===== config.mk =====
export PLATFORM = sky130hd
export DESIGN_NAME = dcmp_ctrl
export DESIGN_NICKNAME = d
export VERILOG_FILES = /design/src/rtl/dcmp_pkg.sv /design/src/rtl/dcmp_sync.sv /design/src/rtl/dcmp_lane.sv /design/src/rtl/dcmp_flag.sv /design/src/rtl/dcmp_ctrl.sv
export SDC_FILE = /design/constraint.sdc
export NUM_CORES = 1
export LEC_CHECK = 0
export ABC_AREA = 1
export BUFFER_PORTS_ARGS = -buffer_cell sky130_fd_sc_hd__buf_2
export CAP_MARGIN = 20
export CORE_UTILIZATION = 46
export CTS_BUF_LIST = sky130_fd_sc_hd__clkbuf_4 sky130_fd_sc_hd__clkbuf_8
export CTS_CLUSTER_SIZE = 25
export DETAILED_ROUTE_END_ITERATION = 12
export GPL_ROUTABILITY_DRIVEN = 0
export PLACE_DENSITY = 0.86
export SETUP_SLACK_MARGIN = 0.4
export SYNTH_ARGS = -nofsm -noshare
export SYNTH_HDL_FRONTEND = slang
export SYNTH_SLANG_ARGS = --single-unit

===== constraint.sdc =====
create_clock -name clk -period 1.25 [get_ports clk]
set_clock_uncertainty 0.1 [all_clocks]
set_input_delay 0.1875 -clock clk [delete_from_list [all_inputs] [get_ports clk]]
set_output_delay 0.1875 -clock clk [all_outputs]
set_load 0.03 [all_outputs]

===== src/rtl/dcmp_pkg.sv =====
// Shared constants and types for the dual comparator control block.
package dcmp_pkg;
    localparam int NUM_CMP = 2;   // number of comparator lanes
    localparam int CH_W    = 2;   // width of an inverting-input code

    // Per-lane control fields used by the conditioning logic.
    typedef struct packed {
        logic en;    // lane enable
        logic pol;   // 1 = invert reported output
        logic oe;    // allow output to a pin
        logic dir;   // pin direction, 0 = output
    } lane_cfg_t;
endpackage


===== src/rtl/dcmp_sync.sv =====
// Two-flop synchronizer for a vector of independent asynchronous bits.
// Assumes each bit is a level; no relation between bits is preserved.
module dcmp_sync #(
    parameter int W = 1
) (
    input  logic         clk,
    input  logic         rst_n,
    input  logic [W-1:0] d_async,
    output logic [W-1:0] d_sync
);
    logic [W-1:0] stage1_q;
    logic [W-1:0] stage2_q;

    // Capture the asynchronous level twice to settle metastability.
    always_ff @(posedge clk) begin
        if (!rst_n) begin
            stage1_q <= '0;
            stage2_q <= '0;
        end else begin
            stage1_q <= d_async;
            stage2_q <= stage1_q;
        end
    end

    assign d_sync = stage2_q;
endmodule


===== src/rtl/dcmp_lane.sv =====
// One comparator lane: polarity, enable, optional timer re-timing,
// pin gating and change detection. Assumes dec_s is already in the
// clk domain and tmr_fall is a one-cycle pulse per timer falling edge.
module dcmp_lane
    import dcmp_pkg::*;
#(
    parameter bit HAS_TSYNC = 1'b0
) (
    input  logic      clk,
    input  logic      rst_n,
    input  logic      dec_s,
    input  lane_cfg_t cfg,
    input  logic      tsync_en,
    input  logic      tmr_fall,
    output logic      out,
    output logic      pin_en,
    output logic      pin_val,
    output logic      chg
);
    logic      direct;
    logic      selected;
    logic      prev_q;
    lane_cfg_t cfg_q;
    logic      tsync_q;
    logic      reload;

    assign direct = dec_s ^ cfg.pol;

    generate
        if (HAS_TSYNC) begin : g_tsync
            logic hold_q;
            // Sample the conditioned decision on each timer falling edge.
            always_ff @(posedge clk) begin
                if (!rst_n)        hold_q <= 1'b0;
                else if (tmr_fall) hold_q <= direct;
            end
            assign selected = tsync_en ? hold_q : direct;
        end else begin : g_direct
            logic unused_tsync;
            assign unused_tsync = tsync_en ^ tmr_fall;
            assign selected     = direct;
        end
    endgenerate

    assign out     = cfg.en & selected;
    assign pin_en  = cfg.en & cfg.oe & ~cfg.dir;
    assign pin_val = pin_en & out;

    // Keep last cycle's output and controls for change detection.
    always_ff @(posedge clk) begin
        if (!rst_n) begin
            prev_q  <= 1'b0;
            cfg_q   <= '0;
            tsync_q <= 1'b0;
        end else begin
            prev_q  <= out;
            cfg_q   <= cfg;
            tsync_q <= tsync_en;
        end
    end

    assign reload = (cfg_q.en != cfg.en) | (cfg_q.pol != cfg.pol) | (tsync_q != tsync_en);
    assign chg    = cfg.en & (out != prev_q) & ~reload;

    // a disabled lane reports nothing and flags nothing
    a_r2_off_quiet: assert property (@(posedge clk) disable iff (!rst_n)
        !cfg.en |-> (!out && !pin_val && !chg));
    // pin carries the status only when every qualifier allows it
    a_r4_pin_gate: assert property (@(posedge clk) disable iff (!rst_n)
        pin_val |-> (out && cfg.en && cfg.oe && !cfg.dir));
    // turning a lane on never raises a change in that cycle
    a_r9_enable_quiet: assert property (@(posedge clk) disable iff (!rst_n)
        $rose(cfg.en) |-> !chg);
endmodule


===== src/rtl/dcmp_flag.sv =====
// Shared change flag with software clear and three-level interrupt gate.
// Assumes chg bits are single-cycle detections in the clk domain.
module dcmp_flag
    import dcmp_pkg::*;
(
    input  logic               clk,
    input  logic               rst_n,
    input  logic [NUM_CMP-1:0] chg,
    input  logic               flag_clr,
    input  logic               cmp_ie,
    input  logic               periph_ie,
    input  logic               global_ie,
    output logic               flag,
    output logic               irq
);
    logic set;
    assign set = |chg;

    // Set wins over clear; otherwise hold until software clears.
    always_ff @(posedge clk) begin
        if (!rst_n)        flag <= 1'b0;
        else if (set)      flag <= 1'b1;
        else if (flag_clr) flag <= 1'b0;
    end

    assign irq = flag & cmp_ie & periph_ie & global_ie;

    // a detected change sets the flag at the next edge
    a_r8_set: assert property (@(posedge clk) disable iff (!rst_n)
        set |=> flag);
    // the flag stays set until cleared
    a_r8_hold: assert property (@(posedge clk) disable iff (!rst_n)
        (flag && !flag_clr) |=> flag);
    // a clear without a change empties the flag
    a_r10_clear: assert property (@(posedge clk) disable iff (!rst_n)
        (flag_clr && !set) |=> !flag);
    // no request without the flag and all enables
    a_r11_gate: assert property (@(posedge clk) disable iff (!rst_n)
        irq |-> (flag && cmp_ie && periph_ie && global_ie));
endmodule


===== src/rtl/dcmp_ctrl.sv =====
// Top of the dual comparator control block. Synchronizes raw decisions
// and the timer clock, runs one lane per comparator (the last lane may
// be re-timed to the timer), and merges changes into one flag.
// Assumes the analog parts read the select outputs directly.
module dcmp_ctrl
    import dcmp_pkg::*;
(
    input  logic               clk,
    input  logic               rst_n,
    input  logic [NUM_CMP-1:0] raw_dec,
    input  logic [NUM_CMP-1:0] cmp_en,
    input  logic [NUM_CMP-1:0] cmp_pol,
    input  logic [NUM_CMP-1:0] cmp_oe,
    input  logic [NUM_CMP-1:0] pin_dir,
    input  logic [CH_W-1:0]    c1_chan,
    input  logic [CH_W-1:0]    c2_chan,
    input  logic [NUM_CMP-1:0] ref_pick,
    input  logic               sync_en,
    input  logic               tmr_clk,
    input  logic               flag_clr,
    input  logic               cmp_ie,
    input  logic               periph_ie,
    input  logic               global_ie,
    output logic [NUM_CMP-1:0] cmp_out,
    output logic [NUM_CMP-1:0] mirror_out,
    output logic [NUM_CMP-1:0] pin_en,
    output logic [NUM_CMP-1:0] pin_out,
    output logic [CH_W-1:0]    c1_inv_sel,
    output logic [CH_W-1:0]    c2_inv_sel,
    output logic [NUM_CMP-1:0] ninv_sel,
    output logic               chg_flag,
    output logic               irq
);
    localparam int SYNC_W = NUM_CMP + 1;

    logic [SYNC_W-1:0]  sync_q;
    logic [NUM_CMP-1:0] dec_s;
    logic               tmr_s;
    logic               tmr_d;
    logic               tmr_fall;
    logic [NUM_CMP-1:0] chg;

    dcmp_sync #(.W(SYNC_W)) u_sync (
        .clk     (clk),
        .rst_n   (rst_n),
        .d_async ({tmr_clk, raw_dec}),
        .d_sync  (sync_q)
    );

    assign dec_s = sync_q[NUM_CMP-1:0];
    assign tmr_s = sync_q[NUM_CMP];

    // Delay the synchronized timer clock to find its falling edges.
    always_ff @(posedge clk) begin
        if (!rst_n) tmr_d <= 1'b0;
        else        tmr_d <= tmr_s;
    end

    assign tmr_fall = tmr_d & ~tmr_s;

    generate
        for (genvar i = 0; i < NUM_CMP; i++) begin : g_lane
            lane_cfg_t cfg;
            assign cfg = '{en: cmp_en[i], pol: cmp_pol[i], oe: cmp_oe[i], dir: pin_dir[i]};
            dcmp_lane #(.HAS_TSYNC(i == NUM_CMP - 1)) u_lane (
                .clk      (clk),
                .rst_n    (rst_n),
                .dec_s    (dec_s[i]),
                .cfg      (cfg),
                .tsync_en (sync_en),
                .tmr_fall (tmr_fall),
                .out      (cmp_out[i]),
                .pin_en   (pin_en[i]),
                .pin_val  (pin_out[i]),
                .chg      (chg[i])
            );
        end
    endgenerate

    assign mirror_out = cmp_out;
    assign c1_inv_sel = c1_chan;
    assign c2_inv_sel = c2_chan;
    assign ninv_sel   = ref_pick;

    dcmp_flag u_flag (
        .clk       (clk),
        .rst_n     (rst_n),
        .chg       (chg),
        .flag_clr  (flag_clr),
        .cmp_ie    (cmp_ie),
        .periph_ie (periph_ie),
        .global_ie (global_ie),
        .flag      (chg_flag),
        .irq       (irq)
    );

    // with re-timing on, comparator 2 holds unless a timer fall was taken
    a_r7_retime_hold: assert property (@(posedge clk) disable iff (!rst_n)
        (sync_en && $past(sync_en) && !$past(tmr_fall) &&
         cmp_en[NUM_CMP-1] && $past(cmp_en[NUM_CMP-1]))
        |-> $stable(cmp_out[NUM_CMP-1]));
    // the timer edge detector is idle right after reset
    a_r1_no_fall_after_reset: assert property (@(posedge clk)
        $rose(rst_n) |-> !tmr_fall);
endmodule


==> results.md <==
* Final min period at roughly 1.6 ns
* Layout cells sized above 1 at a little over half
* Max Fclk at between 600 and 700 MHz
* Total Routed Length at around 2.3 mm
* Clock transition at path regs at ~0.090 ns
* Via count at between 800 and 900
* Core Region at between 1500 and 2000 µm²
* Layout Cells excl Fill at 170
* Number of flops mapped to enable cells by yosys at 0
* CTS Buf Count at 3
* Dominant cell type by area after synthesis: dfxtp_1
* Largest net degree at the start of global routing at 15
* CP Launch Type: flip-flop
* Worst r2r src: u_sync.d_sync[1]
* Setup ws final at -0.384 ns
* H-tree depth at 1
* Detailed placer's ending HPWL at just over 1 mm
* Slew Limit Fails at 0
* WL per Instance at approximately 13 µm
* I/O pin count at 40
* Number of synthesized register bits at 16
* Synthesis-to-finish area growth at 55.7%
* CTS max path bufs at 2
* Period Utilization, post-route at 131%
* # clock sinks at 16
* Cells after Synth at 115
* Worst Path Max Fanout at 3
* Skew-Pair Late Insertion Delay at between 0.2 and 0.3 ns
* # setup viols final at 8
* CTS tree: done
* Reg2reg setup slack at -0.38 ns
* Starting Density at slightly above 50%
* Vias in the first global route at between 700 and 800
* Post-synth ARST share at 0%
* Syn Nets at between 100 and 150
* Inst Count DP at 146
* Top-area cell type share of the netlist area at approximately 40%
* Width of the die at 43.9 µm
* Worst-Margin Slew at around 0.25 ns
* Synth cell types at 21
* Crit Path Class: flip-flop to output port
* Synth warn at 0
* Pwr/cell area at 931 nW/µm²
* Outcome: finished with violations
* Grt total ovfl at 0
* Global-route wire length before repair at just over 3 mm
* Fin. Hold Viols at 0
* WP data required at around 0.96 ns
* PortBufs at 27
* VDD IR-drop max at 0.840 mV
* Synth Flop Type: dfxtp_1
* 1st-pass router iterations at 10
* CP arrival at roughly 1.4 ns
* Ant diodes at 0
* Max cap viols at 0
* Static leakage at 0.683 nW
* DR DRC count at 6
* CP endpoint kind: output port
* Vias per cell at between 4 and 5
* R2R Path End: g_lane[1].u_lane.prev_q
* Syn Area/Cell at between 7 and 8 µm²
* Relative slew slack at 83.5%
* CP startpoint: u_sync.d_sync[1]
* GRT Total Usage at around 21%
* Initial antenna violation count at 0
* HP Class: primary input to flip-flop
* ANT nets after route at 0
* Top-count cell post-synth: nand2_1
* Area contributors post-synth: dfxtp_1, nand2_1, buf_4, inv_1, nor2_1
* Worst R2R Path Depth at 12
* Unrepaired setup endpoints after global routing: true
* Commonest cells post-synth: nand2_1, inv_1, dfxtp_1, buf_4, nor2_1
* Clk root buf: clkbuf_4
* Num rows at 14
* Sequential share of the synthesized area at around two fifths
* Cell Area, Synth at about 810 µm²
* DRT iter0 DRCs at 21
* Setup TNS at -2.19 ns
* Failing checks: design-rule violations, negative setup slack
* Die area at 1930 µm²
* Die Y at 43.9 µm
* Worst setup endpoint: pin_out[1]
* Final nets at about 180
==> worst max-delay path: stages, from the launching register on <==
cell,delay (ns)
dfxtp_2,0.36
inv_2,0.05
nand2_2,0.06
nand3_2,0.09
nand2_2,0.11
nand2_4,0.06
nor4_2,0.12
buf_4,0.20
==> area by class of cell <==
cell class                 instances  area (µm²)
clock buffer                       4        36.3
tap                               16        20.0
timing repair buffer              50         404
fill                             104         318
inverter                          26         113
sequential                        16         324
multi-input combinational         58         362
==> layer usage <==
layer | vias to the layer above | wire length [µm] | track usage (%)
li1 | 401 | - | -
met1 | 380 | 734 | 19.3
met2 | 40 | 1310 | 43.6
met3 | 10 | 123 | 4.58
met4 | 0 | 99 | 10.9
met5 | - | 0 | 0
==> worst min path at each step <==
stage	from	endpoint	depth (start not counted)
after floorplan	cmp_pol[0]	g_lane[0].u_lane.cfg_q[2]	2
after global placement	tmr_clk	u_sync.stage1_q[2]	3
after detailed placement	raw_dec[0]	u_sync.stage1_q[0]	3
after CTS	cmp_pol[0]	g_lane[0].u_lane.cfg_q[2]	3
after global routing	cmp_en[1]	g_lane[1].u_lane.cfg_q[3]	3
final	cmp_en[1]	g_lane[1].u_lane.cfg_q[3]	3
==> layout by cell type, fill, tap and decap left out, types with 2 or more instances in the layout <==
| cell type | count |
|---|---|
| buf_2 | 14 |
| buf_4 | 19 |
| buf_6 | 13 |
| clkbuf_4 | 3 |
| dfxtp_1 | 13 |
| dfxtp_2 | 3 |
| dlygate4sd3_1 | 3 |
| inv_1 | 17 |
| inv_2 | 5 |
| inv_4 | 3 |
| nand2_1 | 25 |
| nand2_2 | 5 |
| nand2_4 | 3 |
| nand3_1 | 4 |
| nand3_2 | 2 |
| nor2_1 | 4 |
| nor2_2 | 3 |
| nor3_2 | 3 |
==> power by group <==
part           switching [mW]  internal, mW  total [mW]  leakage [nW]
registers              0.0112         0.533       0.544         0.133
logic                   0.147         0.139       0.287         0.529
clock network           0.163         0.177       0.341        0.0210
total                   0.322         0.850        1.17         0.683
==> metrics by stage <==
step                      cell area, µm²  power (mW)  util, %  setup WS [ns]  hold slack (ns)
after floorplan                      841       0.713        -         0.0465            0.181
after global placement               895       0.713     56.7      -0.000862            0.270
after global routing                1260        1.22     79.8         -0.494           0.0508
final                               1260        1.17     79.8         -0.384           0.0432
after CTS                           1190        1.13     75.6         -0.333           0.0160
after detailed placement             895       0.719     56.7        -0.0412            0.273
==> cell families after synthesis <==
logic type | share of synthesized area (%)
and+or+nand+nor | 29.9
xor gates and xnor gates | 1.08
AOI/OAI and AO/OA | 3.87
buffers and inverters | 25.5
DFF | 39.6
==> timing repair <==
item,4_1_cts,5_1_grt
endpoints found under the setup margin,13,14
setup buffers,14,3
gates resized for setup,40,13
hold buffers,3,0
endpoints found under the hold margin,3,0
pin swaps,6,5
==> registers in the layout, indices dropped and copies added (netlist names) <==
register and cells:
u_flag.flag 1, g_lane.u_lane.cfg_q 4, tmr_d 1, g_lane.u_lane.g_tsync.hold_q 1
u_sync.d_sync 3, u_sync.stage1_q 3, g_lane.u_lane.tsync_q 1, g_lane.u_lane.prev_q 2
(Power assumes the default switching activity.)
